`src/rtl/fpm_pkg.sv`:
```
package fpm_pkg;
  typedef enum logic [2:0] {
    ST_HIT  = 3'd0,
    ST_FILL = 3'd1,
    ST_DONE = 3'd2,
    ST_BUSY = 3'd3,
    ST_ERR  = 3'd4
  } fpm_status_e;

  typedef enum logic [1:0] {
    S_IDLE = 2'd0,
    S_WB   = 2'd1,
    S_FILL = 2'd2
  } fpm_state_e;
endpackage

```
`src/rtl/fpm_slot.sv`:
```
module fpm_slot #(
  parameter int PAGE_W = 16,
  parameter int PIN_W  = 4
) (
  input  logic              clk,
  input  logic              rst,
  input  logic              ld,
  input  logic [PAGE_W-1:0] ld_page,
  input  logic              inc,
  input  logic              dec,
  input  logic              mark,
  input  logic              clean,
  output logic              valid,
  output logic [PAGE_W-1:0] page,
  output logic [PIN_W-1:0]  pin,
  output logic              dirty
);
  localparam logic [PIN_W-1:0] PIN_MAX = {PIN_W{1'b1}};

  always_ff @(posedge clk) begin
    if (rst) begin
      valid <= 1'b0;
      page  <= '0;
      pin   <= '0;
      dirty <= 1'b0;
    end else if (ld) begin
      valid <= 1'b1;
      page  <= ld_page;
      pin   <= PIN_W'(1);
      dirty <= 1'b0;
    end else begin
      if (inc)      pin <= pin + 1'b1;
      else if (dec) pin <= pin - 1'b1;
      if (clean)     dirty <= 1'b0;
      else if (mark) dirty <= 1'b1;
    end
  end

  // a decrement is never issued against an empty count
  a_r9_no_underflow: assert property (@(posedge clk) disable iff (rst)
    dec |-> pin != '0);
  // an increment is never issued against a saturated count
  a_r11_no_wrap: assert property (@(posedge clk) disable iff (rst)
    inc |-> pin != PIN_MAX);
  // a cleaned frame is dirty no more on the next cycle
  a_r6_clean_takes: assert property (@(posedge clk) disable iff (rst)
    clean && !ld |=> !dirty);
endmodule

```
`src/rtl/fpm_lookup.sv`:
```
module fpm_lookup #(
  parameter int N_FRAMES = 8,
  parameter int PAGE_W   = 16,
  parameter int IDX_W    = 3
) (
  input  logic                           clk,
  input  logic                           rst,
  input  logic [N_FRAMES-1:0]            valid,
  input  logic [N_FRAMES-1:0][PAGE_W-1:0] pages,
  input  logic [PAGE_W-1:0]              key,
  output logic                           hit,
  output logic [IDX_W-1:0]               idx
);
  logic [N_FRAMES-1:0] match;

  genvar g;
  generate
    for (g = 0; g < N_FRAMES; g++) begin : g_cmp
      assign match[g] = valid[g] && (pages[g] == key);
    end
  endgenerate

  always_comb begin
    idx = '0;
    for (int i = N_FRAMES - 1; i >= 0; i--) begin
      if (match[i]) idx = IDX_W'(i);
    end
  end

  assign hit = |match;

  // a page never sits in two frames at once
  a_r2_unique_page: assert property (@(posedge clk) disable iff (rst)
    $onehot0(match));
endmodule

```
`src/rtl/fpm_victim.sv`:
```
module fpm_victim #(
  parameter int N_FRAMES = 8,
  parameter int PIN_W    = 4,
  parameter int IDX_W    = 3
) (
  input  logic                           clk,
  input  logic                           rst,
  input  logic [N_FRAMES-1:0][PIN_W-1:0] pins,
  output logic                           found,
  output logic [IDX_W-1:0]               idx
);
  logic [N_FRAMES-1:0] free_vec;

  genvar g;
  generate
    for (g = 0; g < N_FRAMES; g++) begin : g_free
      assign free_vec[g] = (pins[g] == '0);
    end
  endgenerate

  always_comb begin
    idx = '0;
    for (int i = N_FRAMES - 1; i >= 0; i--) begin
      if (free_vec[i]) idx = IDX_W'(i);
    end
  end

  assign found = |free_vec;

  // the nominated frame carries no pins
  a_r3_victim_unpinned: assert property (@(posedge clk) disable iff (rst)
    found |-> pins[idx] == '0);
endmodule

```
`src/rtl/frame_pool_mgr.sv`:
```
module frame_pool_mgr
  import fpm_pkg::*;
#(
  parameter int N_FRAMES = 8,
  parameter int PAGE_W   = 16,
  parameter int PIN_W    = 4,
  parameter int IDX_W    = (N_FRAMES > 1) ? $clog2(N_FRAMES) : 1
) (
  input  logic              clk,
  input  logic              rst,
  input  logic              req_valid,
  output logic              req_ready,
  input  logic              req_unpin,
  input  logic [PAGE_W-1:0] req_page,
  input  logic [IDX_W-1:0]  req_frame,
  input  logic              req_modified,
  output logic              rsp_valid,
  output logic [2:0]        rsp_status,
  output logic [IDX_W-1:0]  rsp_frame,
  output logic              st_req,
  output logic              st_write,
  output logic [PAGE_W-1:0] st_page,
  output logic [IDX_W-1:0]  st_frame,
  input  logic              st_ack
);
  localparam logic [PIN_W-1:0] PIN_MAX = {PIN_W{1'b1}};

  fpm_state_e  state;
  fpm_status_e rsp_q;
  logic [IDX_W-1:0]  vic_q;
  logic [PAGE_W-1:0] page_q;

  logic [N_FRAMES-1:0]             s_valid;
  logic [N_FRAMES-1:0]             s_dirty;
  logic [N_FRAMES-1:0][PAGE_W-1:0] s_page;
  logic [N_FRAMES-1:0][PIN_W-1:0]  s_pin;
  logic [N_FRAMES-1:0]             c_ld, c_inc, c_dec, c_mark, c_clean;

  logic             hit;
  logic [IDX_W-1:0] hit_idx;
  logic             v_found;
  logic [IDX_W-1:0] v_idx;

  logic accept, pin_acc, unpin_acc, hit_full, frame_ok, unpin_ok;

  fpm_lookup #(.N_FRAMES(N_FRAMES), .PAGE_W(PAGE_W), .IDX_W(IDX_W)) u_lookup (
    .clk(clk), .rst(rst), .valid(s_valid), .pages(s_page), .key(req_page),
    .hit(hit), .idx(hit_idx)
  );

  fpm_victim #(.N_FRAMES(N_FRAMES), .PIN_W(PIN_W), .IDX_W(IDX_W)) u_victim (
    .clk(clk), .rst(rst), .pins(s_pin), .found(v_found), .idx(v_idx)
  );

  assign req_ready = (state == S_IDLE);
  assign accept    = req_valid && req_ready;
  assign pin_acc   = accept && !req_unpin;
  assign unpin_acc = accept && req_unpin;
  assign hit_full  = (s_pin[hit_idx] == PIN_MAX);
  assign frame_ok  = ({1'b0, req_frame} < (IDX_W + 1)'(N_FRAMES));
  assign unpin_ok  = frame_ok && s_valid[req_frame] && (s_pin[req_frame] != '0);

  genvar g;
  generate
    for (g = 0; g < N_FRAMES; g++) begin : g_slot
      assign c_ld[g]    = (state == S_FILL) && st_ack && (vic_q == IDX_W'(g));
      assign c_clean[g] = (state == S_WB) && st_ack && (vic_q == IDX_W'(g));
      assign c_inc[g]   = pin_acc && hit && !hit_full && (hit_idx == IDX_W'(g));
      assign c_dec[g]   = unpin_acc && unpin_ok && (req_frame == IDX_W'(g));
      assign c_mark[g]  = c_dec[g] && req_modified;

      fpm_slot #(.PAGE_W(PAGE_W), .PIN_W(PIN_W)) u_slot (
        .clk(clk), .rst(rst),
        .ld(c_ld[g]), .ld_page(page_q),
        .inc(c_inc[g]), .dec(c_dec[g]), .mark(c_mark[g]), .clean(c_clean[g]),
        .valid(s_valid[g]), .page(s_page[g]), .pin(s_pin[g]), .dirty(s_dirty[g])
      );
    end
  endgenerate

  always_ff @(posedge clk) begin
    if (rst) begin
      state     <= S_IDLE;
      rsp_valid <= 1'b0;
      rsp_q     <= ST_HIT;
      rsp_frame <= '0;
      vic_q     <= '0;
      page_q    <= '0;
      st_req    <= 1'b0;
      st_write  <= 1'b0;
      st_page   <= '0;
      st_frame  <= '0;
    end else begin
      rsp_valid <= 1'b0;
      unique case (state)
        S_IDLE: begin
          if (unpin_acc) begin
            rsp_valid <= 1'b1;
            rsp_frame <= req_frame;
            rsp_q     <= unpin_ok ? ST_DONE : ST_ERR;
          end else if (pin_acc) begin
            if (hit) begin
              rsp_valid <= 1'b1;
              rsp_frame <= hit_idx;
              rsp_q     <= hit_full ? ST_ERR : ST_HIT;
            end else if (v_found) begin
              vic_q    <= v_idx;
              page_q   <= req_page;
              st_req   <= 1'b1;
              st_frame <= v_idx;
              if (s_valid[v_idx] && s_dirty[v_idx]) begin
                st_write <= 1'b1;
                st_page  <= s_page[v_idx];
                state    <= S_WB;
              end else begin
                st_write <= 1'b0;
                st_page  <= req_page;
                state    <= S_FILL;
              end
            end else begin
              rsp_valid <= 1'b1;
              rsp_frame <= '0;
              rsp_q     <= ST_BUSY;
            end
          end
        end
        S_WB: begin
          if (st_ack) begin
            st_write <= 1'b0;
            st_page  <= page_q;
            state    <= S_FILL;
          end
        end
        S_FILL: begin
          if (st_ack) begin
            st_req    <= 1'b0;
            rsp_valid <= 1'b1;
            rsp_frame <= vic_q;
            rsp_q     <= ST_FILL;
            state     <= S_IDLE;
          end
        end
        default: state <= S_IDLE;
      endcase
    end
  end

  assign rsp_status = rsp_q;

  // a write-back is held steady until the store acknowledges it
  a_r4_write_held: assert property (@(posedge clk) disable iff (rst)
    st_req && st_write && !st_ack |=> st_req && st_write && $stable(st_page));
  // an acknowledged write-back is followed by a read of the same frame
  a_r4_read_follows: assert property (@(posedge clk) disable iff (rst)
    st_req && st_write && st_ack |=> st_req && !st_write && $stable(st_frame));
  // no command is taken while the store is busy
  a_r10_ready_low: assert property (@(posedge clk) disable iff (rst)
    st_req |-> !req_ready);
  // a busy answer never coincides with store traffic
  a_r7_busy_quiet: assert property (@(posedge clk) disable iff (rst)
    rsp_valid && rsp_status == 3'd3 |-> !st_req);
  // a filled frame is pinned exactly once and clean
  a_r5_fill_state: assert property (@(posedge clk) disable iff (rst)
    rsp_valid && rsp_status == 3'd1 |-> s_pin[rsp_frame] == PIN_W'(1) && !s_dirty[rsp_frame]);
endmodule

```
`config.mk`:
```
export PLATFORM = sky130hd
export DESIGN_NAME = frame_pool_mgr
export DESIGN_NICKNAME = d
export VERILOG_FILES = /design/src/rtl/fpm_pkg.sv /design/src/rtl/fpm_slot.sv /design/src/rtl/fpm_lookup.sv /design/src/rtl/fpm_victim.sv /design/src/rtl/frame_pool_mgr.sv
export SDC_FILE = /design/constraint.sdc
export NUM_CORES = 1
export LEC_CHECK = 0
export BUFFER_PORTS_ARGS = -buffer_cell sky130_fd_sc_hd__buf_4
export CAP_MARGIN = 20
export CORE_ASPECT_RATIO = 1.5
export CORE_MARGIN = 1.5
export CORE_UTILIZATION = 35
export CTS_CLUSTER_DIAMETER = 200
export CTS_CLUSTER_SIZE = 25
export DETAILED_ROUTE_END_ITERATION = 10
export SLEW_MARGIN = 15
export SYNTH_ARGS = -nofsm -noshare
export SYNTH_HDL_FRONTEND = slang
export SYNTH_HIERARCHICAL = 1
export SYNTH_SLANG_ARGS = --single-unit
```
`constraint.sdc`:
```
create_clock -name clk -period 9.45 [get_ports clk]
set_input_delay 0 -clock clk [delete_from_list [all_inputs] [get_ports clk]]
set_output_delay 0 -clock clk [all_outputs]
set_load 0.01 [all_outputs]
```
==> results of run 1 <==
flip-flops by register name, summed over array words and instances, names as in the netlist, 2 cells and up:
name,flops
g_slot.u_slot/dirty,8
g_slot.u_slot/page,128
g_slot.u_slot/pin,32
g_slot.u_slot/valid,8
page_q,16
rsp_frame,3
rsp_status,3
st_page,16
state,2
vic_q,3
Yosys cell counts, types with 5 or more instances:
library cell / n
nand3_1: 34
nand3b_1: 5
nor2_2: 11
nor3_1: 12
fa_1: 8
nand4b_1: 10
nand2b_1: 14
buf_2: 35
mux4_2: 35
o21ai_0: 12
nor3b_1: 5
xnor2_1: 101
a21oi_1: 62
a31o_1: 12
nand2_1: 75
dfxtp_1: 222
and3_1: 17
a31o_2: 5
nor3_2: 21
o2bb2ai_1: 8
buf_6: 43
o211ai_2: 9
a31oi_1: 15
mux2i_1: 162
nor4_1: 22
nor4b_2: 8
o21ai_1: 16
nor2_1: 195
ha_1: 16
inv_1: 17
nand4_1: 31
clkbuf_1: 11
nor4b_1: 16
xor2_1: 43
nor2b_1: 5
buf_4: 10
nor4_2: 5
worst paths after layout:
path                             endpoint  slack, ns  depth (start not counted)
setup / recovery  g_slot[0].u_slot/pin[3]       4.30                         15
hold / removal               rsp_frame[1]       0.04                          4
setup reg to reg  g_slot[0].u_slot/pin[3]       4.30                         15
hold reg to reg                  st_write       0.47                          2
critical path: stages, from the launching register on:
cell and delay (ns):
dfxtp_1 0.35, xor2_1 0.18, nor4_1 0.54, nand4_1 0.18, nor4_2 0.30, o21ai_1 0.12
a21oi_1 0.79, mux4_2 0.37, mux2i_1 0.12, nor3b_2 0.27, nor3b_1 0.63, inv_1 0.23
ha_1 0.39, a21oi_1 0.28, o2bb2ai_1 0.18, o211ai_2 0.10
report_power, final:
group	switching (mW)	internal [mW]	total, mW
registers	0.0176	0.945	0.962
logic	0.102	0.0578	0.160
clock network	0.321	0.249	0.570
metal layers:
| layer | wire, um | up-vias |
|---|---|---|
| li1 | - | 4879 |
| met1 | 15400 | 5158 |
| met2 | 21600 | 333 |
| met3 | 1420 | 116 |
| met4 | 2680 | 0 |
| met5 | 0 | - |
final cells by class:
| class | count | area (um^2) | share of cell area |
|---|---|---|---|
| sequential | 222 | 4440 | 0.314 |
| clock buffer | 13 | 325 | 0.0230 |
| multi-input combinational | 1036 | 8010 | 0.566 |
| tap | 489 | 612 | 0.0432 |
| clock inverter | 1 | 5.00 | 0.000354 |
| inverter | 19 | 71.3 | 0.00504 |
| timing repair buffer | 84 | 684 | 0.0484 |
what timing repair did:
item,in CTS,in global routing
hold endpoints to repair,75,0
gates resized for setup,0,0
buffers inserted,0,0
hold buffers,20,0
cells by family (layout without fill, tap and decap cells):
family	Yosys count	in the layout
fa+ha+maj	24	24
mux	198	198
compound gates	163	163
xor+xnor	144	144
buf+inv	118	117
flops	222	222
simple gates	507	507
==> results.json, run 1 <==
{
  "max_freq_mhz": 194,
  "r2r_start": "g_slot[3].u_slot/page[0]",
  "grtUsageMet2": 0.392,
  "rsz0062_at_grt": "no",
  "synthMuxAreaShare": 0.184,
  "grt_pass1_wl_um": 62000,
  "worstHoldStart": "req_frame[1]",
  "syn2layout_area_growth_pct": 6.98,
  "die_w_um": 162,
  "setup_tns_ns": 0,
  "synth_compound_area_frac": 0.0830,
  "grt_pass1_vias": 10380,
  "cts_tree": "yes",
  "nets": 1424,
  "setup_slack_ns": 4.30,
  "layout_common_cells": "dfxtp_1, nor2_1, mux2i_1, xnor2_1, nand2_1",
  "syn_area_per_cell_um2": 9.61,
  "synth_top_family_by_area": "simple AND/OR/NAND/NOR gates",
  "syn_inst": 1376,
  "clk_pin_slew_ns": 0.11,
  "arrival_ns": 5.53,
  "layout_commonest_cell": "dfxtp_1",
  "finalInstanceArea_um2": 14100,
  "dp.final_hpwl_um": 29200,
  "status": "complete, no violations",
  "finalHoldViolCount": 0,
  "synthXorXnorAreaFrac": 0.0954,
  "top_level_ports": 54,
  "path_class": "flop to flop",
  "synth-simple-area-share": 0.210,
  "rows": 87,
  "peakVddDrop_mv": 0.0838,
  "fillCellCount": 3828,
  "drc": 0,
  "stdcell_count": 1864,
  "placed_cells": 1830,
  "initial_core_util": 0.353,
  "hp-class": "input pin to flop",
  "gp_congestion": 0.935,
  "hold-worst-slack_ns": 0.0363,
  "synthTopCellsByArea": "dfxtp_1, mux2i_1, xnor2_1",
  "worst_clock_skew_ns": 0.0227,
  "finalCoreUtilization": 0.378,
  "numCtsBuffers": 12,
  "num_vias": 10486,
  "synthesis.area_um2": 13200,
  "drt_first_iter_violations": 910,
  "n_antenna_cell": 0,
  "fp.dieArea_um2": 39000,
  "leakagePower_nw": 4.65,
  "layout-drive-gt1-share": 0.147,
  "grt.total_usage": 0.207,
  "gr-total-overflow": 0,
  "wl_per_cell_um": 22.1,
  "core_um2": 37400,
  "setup_viol": 0,
  "viasPerCell": 5.63,
  "synth_cell_types": 71,
  "grt-busiest-layer": "met2",
  "detail-route-antenna-nets": 0,
  "ys_seq_elements": 222,
  "min_period_over_period": 0.545,
  "synth_nets": 1425,
  "grt_max_degree": 97,
  "die_h_um": 241,
  "synthArstFlopShare": 0,
  "synth_area_leader_cell": "dfxtp_1",
  "yosysWarnings": 6,
  "insertion_delay_ns": 0.49,
  "crit_path_start_kind": "flop",
  "synth_edf_count": 0,
  "finalMaxSlewViolations": 0,
  "antenna_found_initial": 0,
  "pwr_density_cell_nw_per_um2": 120,
  "routed_wl_um": 41200,
  "io_buffers": 53,
  "tightest_slew_ns": 1.12,
  "drt_first_pass_iters": 6,
  "required_ns": 9.83,
  "htree_num_levels": 1,
  "pre_cts_slack_ns": 4.40,
  "synth-adder-area-share": 0.0272,
  "gr-usage-met1": 0.221,
  "period_needed_ns": 5.15,
  "use_met3": 0.0182,
  "crit_start": "g_slot[3].u_slot/page[0]",
  "synth-seq-area-share": 0.336,
  "clockRootBuffer": "clkbuf_16",
  "critPathCaptureType": "flop",
  "path_max_fanout": 10,
  "clock-sinks": 222,
  "placed_area_um2": 13600,
  "synthFlopType": "dfxtp_1",
  "slew-limit-headroom": 0.255,
  "cap_violations": 0,
  "power.total_mw": 1.69,
  "clk_path_buf_depth": 3,
  "yosysTopAreaCellShare": 0.336
}
Note: power is estimated with default switching activity, not from simulation.
==> run 2: changes to the inputs <==
==> constraint.sdc (replaced) <==
create_clock -name clk -period 4.5 [get_ports clk]
set_input_delay 0 -clock clk [delete_from_list [all_inputs] [get_ports clk]]
set_output_delay 0 -clock clk [all_outputs]
set_load 0.01 [all_outputs]
==> results.json, run 2 (synthesized netlist as in run 1, its figures left out) <==
{
  "status": "complete, no violations",
  "grt_pass1_wl_um": 62500,
  "clk_path_buf_depth": 3,
  "finalMaxSlewViolations": 0,
  "finalHoldViolCount": 0,
  "grt_max_degree": 87,
  "routed_wl_um": 41200,
  "top_level_ports": 54,
  "path_class": "flop to flop",
  "period_needed_ns": 4.19,
  "num_vias": 10439,
  "nets": 1440,
  "grt.total_usage": 0.208,
  "finalCoreUtilization": 0.381,
  "peakVddDrop_mv": 0.168,
  "die_w_um": 162,
  "io_buffers": 53,
  "setup_viol": 0,
  "arrival_ns": 4.57,
  "setup_tns_ns": 0,
  "clock-sinks": 222,
  "detail-route-antenna-nets": 0,
  "r2r_start": "g_slot[0].u_slot/page[2]",
  "min_period_over_period": 0.932,
  "drt_first_iter_violations": 875,
  "rows": 87,
  "antenna_found_initial": 0,
  "rrSetupSlack_ns": 0.31,
  "leakagePower_nw": 4.74,
  "core_um2": 37400,
  "n_antenna_cell": 0,
  "grt_pass1_vias": 10330,
  "cap_violations": 0,
  "drc": 0,
  "largest_registers": "g_slot.u_slot/page: 128 flops, g_slot.u_slot/pin: 32 flops",
  "worst_clock_skew_ns": 0.0225,
  "largest_register_ff_count": 128,
  "required_ns": 4.88,
  "critPathCaptureType": "flop",
  "crit_path_start_kind": "flop",
  "rsz0062_at_grt": "no",
  "critPathCapture": "g_slot[3].u_slot/pin[3]",
  "top_register": "g_slot.u_slot/page",
  "slew-limit-headroom": 0.275,
  "layout-drive-gt1-share": 0.159,
  "initial_core_util": 0.353,
  "rr_worst_depth": 15,
  "viasPerCell": 5.55,
  "syn2layout_area_growth_pct": 8.02,
  "drt_first_pass_iters": 5,
  "hp-class": "input pin to flop",
  "tightest_slew_ns": 1.09,
  "htree_num_levels": 1,
  "cts_tree": "yes",
  "path_max_fanout": 6,
  "wl_per_cell_um": 21.9,
  "die_h_um": 241,
  "dp.final_hpwl_um": 30100,
  "gp_congestion": 0.947,
  "clk_pin_slew_ns": 0.11,
  "clockRootBuffer": "clkbuf_16",
  "layout_common_cells": "dfxtp_1, nor2_1, mux2i_1, xnor2_1, buf_4",
  "rr_endpoint": "g_slot[3].u_slot/pin[3]",
  "gr-total-overflow": 0,
  "layout_commonest_cell": "dfxtp_1",
  "insertion_delay_ns": 0.49,
  "crit_start": "g_slot[0].u_slot/page[2]",
  "pwr_density_cell_nw_per_um2": 249,
  "max_freq_mhz": 238,
  "numCtsBuffers": 12,
  "cts_setup_buffers": 0,
  "fp.dieArea_um2": 39000
}
run 2: cell types whose count changed in the layout (fill, tap and decap cells not counted), sizes merged:
cell  before  now
buf       64   80
run 2: critical path, cell delays in order (launching register included):
cell and delay [ns]:
dfxtp_1 0.35, xor2_1 0.17, nor4_1 0.28, nand4_1 0.21, nor4_1 0.59, a31o_2 0.23, nor3_1 0.09, mux4_2 0.26
mux2i_1 0.12, nor3b_2 0.35, nor2b_1 0.42, inv_1 0.17, ha_1 0.37, a21oi_1 0.23, o2bb2ai_1 0.16, o211ai_2 0.09
run 2: how the worst min path moves through the flow:
stage | startpoint | endpoint | slack (ns) | depth (start not counted)
floorplan | rst | rsp_status[2] | 0.10 | 1
global placement | req_page[8] | page_q[8] | 0.35 | 3
detailed placement | st_ack | state[0] | 0.36 | 3
CTS | req_frame[0] | rsp_frame[0] | 0.03 | 4
global route | req_frame[0] | rsp_frame[0] | 0.03 | 4
finish | req_frame[0] | rsp_frame[0] | 0.04 | 4
run 2: final cells by class:
class / count / area [um^2]
multi-input cells: 1036 / 8010
repair buffers: 100 / 815
clock buffers: 13 / 325
inverters: 19 / 71.3
well taps: 489 / 612
clock inverters: 1 / 5.00
fillers: 3803 / 23200
flip-flops and latches: 222 / 4440
run 2: where the power goes:
| group | switching, mW | internal, mW | leakage [nW] | total [mW] |
|---|---|---|---|---|
| logic | 0.213 | 0.123 | 2.78 | 0.336 |
| registers | 0.0364 | 1.98 | 1.79 | 2.02 |
| clock network | 0.676 | 0.522 | 0.164 | 1.20 |
run 2: metal layers:
metal / wire length [um] / GRT usage
met5: 0 / 0
met4: 2970 / 0.135
met3: 1310 / 0.0225
met2: 21400 / 0.386
met1: 15500 / 0.223
run 2: repair_timing:
action	in CTS	in global routing
setup endpoints to repair	0	23
gates resized for setup	0	3
hold endpoints to repair	61	0
hold buffers	20	0
run 2: metrics by stage:
step	cell area, um^2	setup WS, ns	hold WS [ns]	std cells	total power, mW
6_report	14300	0.307	0.0403	1880	3.55
4_1_cts	14300	0.0873	0.0279	1880	3.57
2_1_floorplan	13200	0.670	0.103	1376	2.27
3_5_place_dp	13700	0.125	0.363	1846	2.38
5_1_grt	14300	0.0985	0.0309	1880	3.67
3_3_place_gp	13700	0.233	0.352	1845	2.38
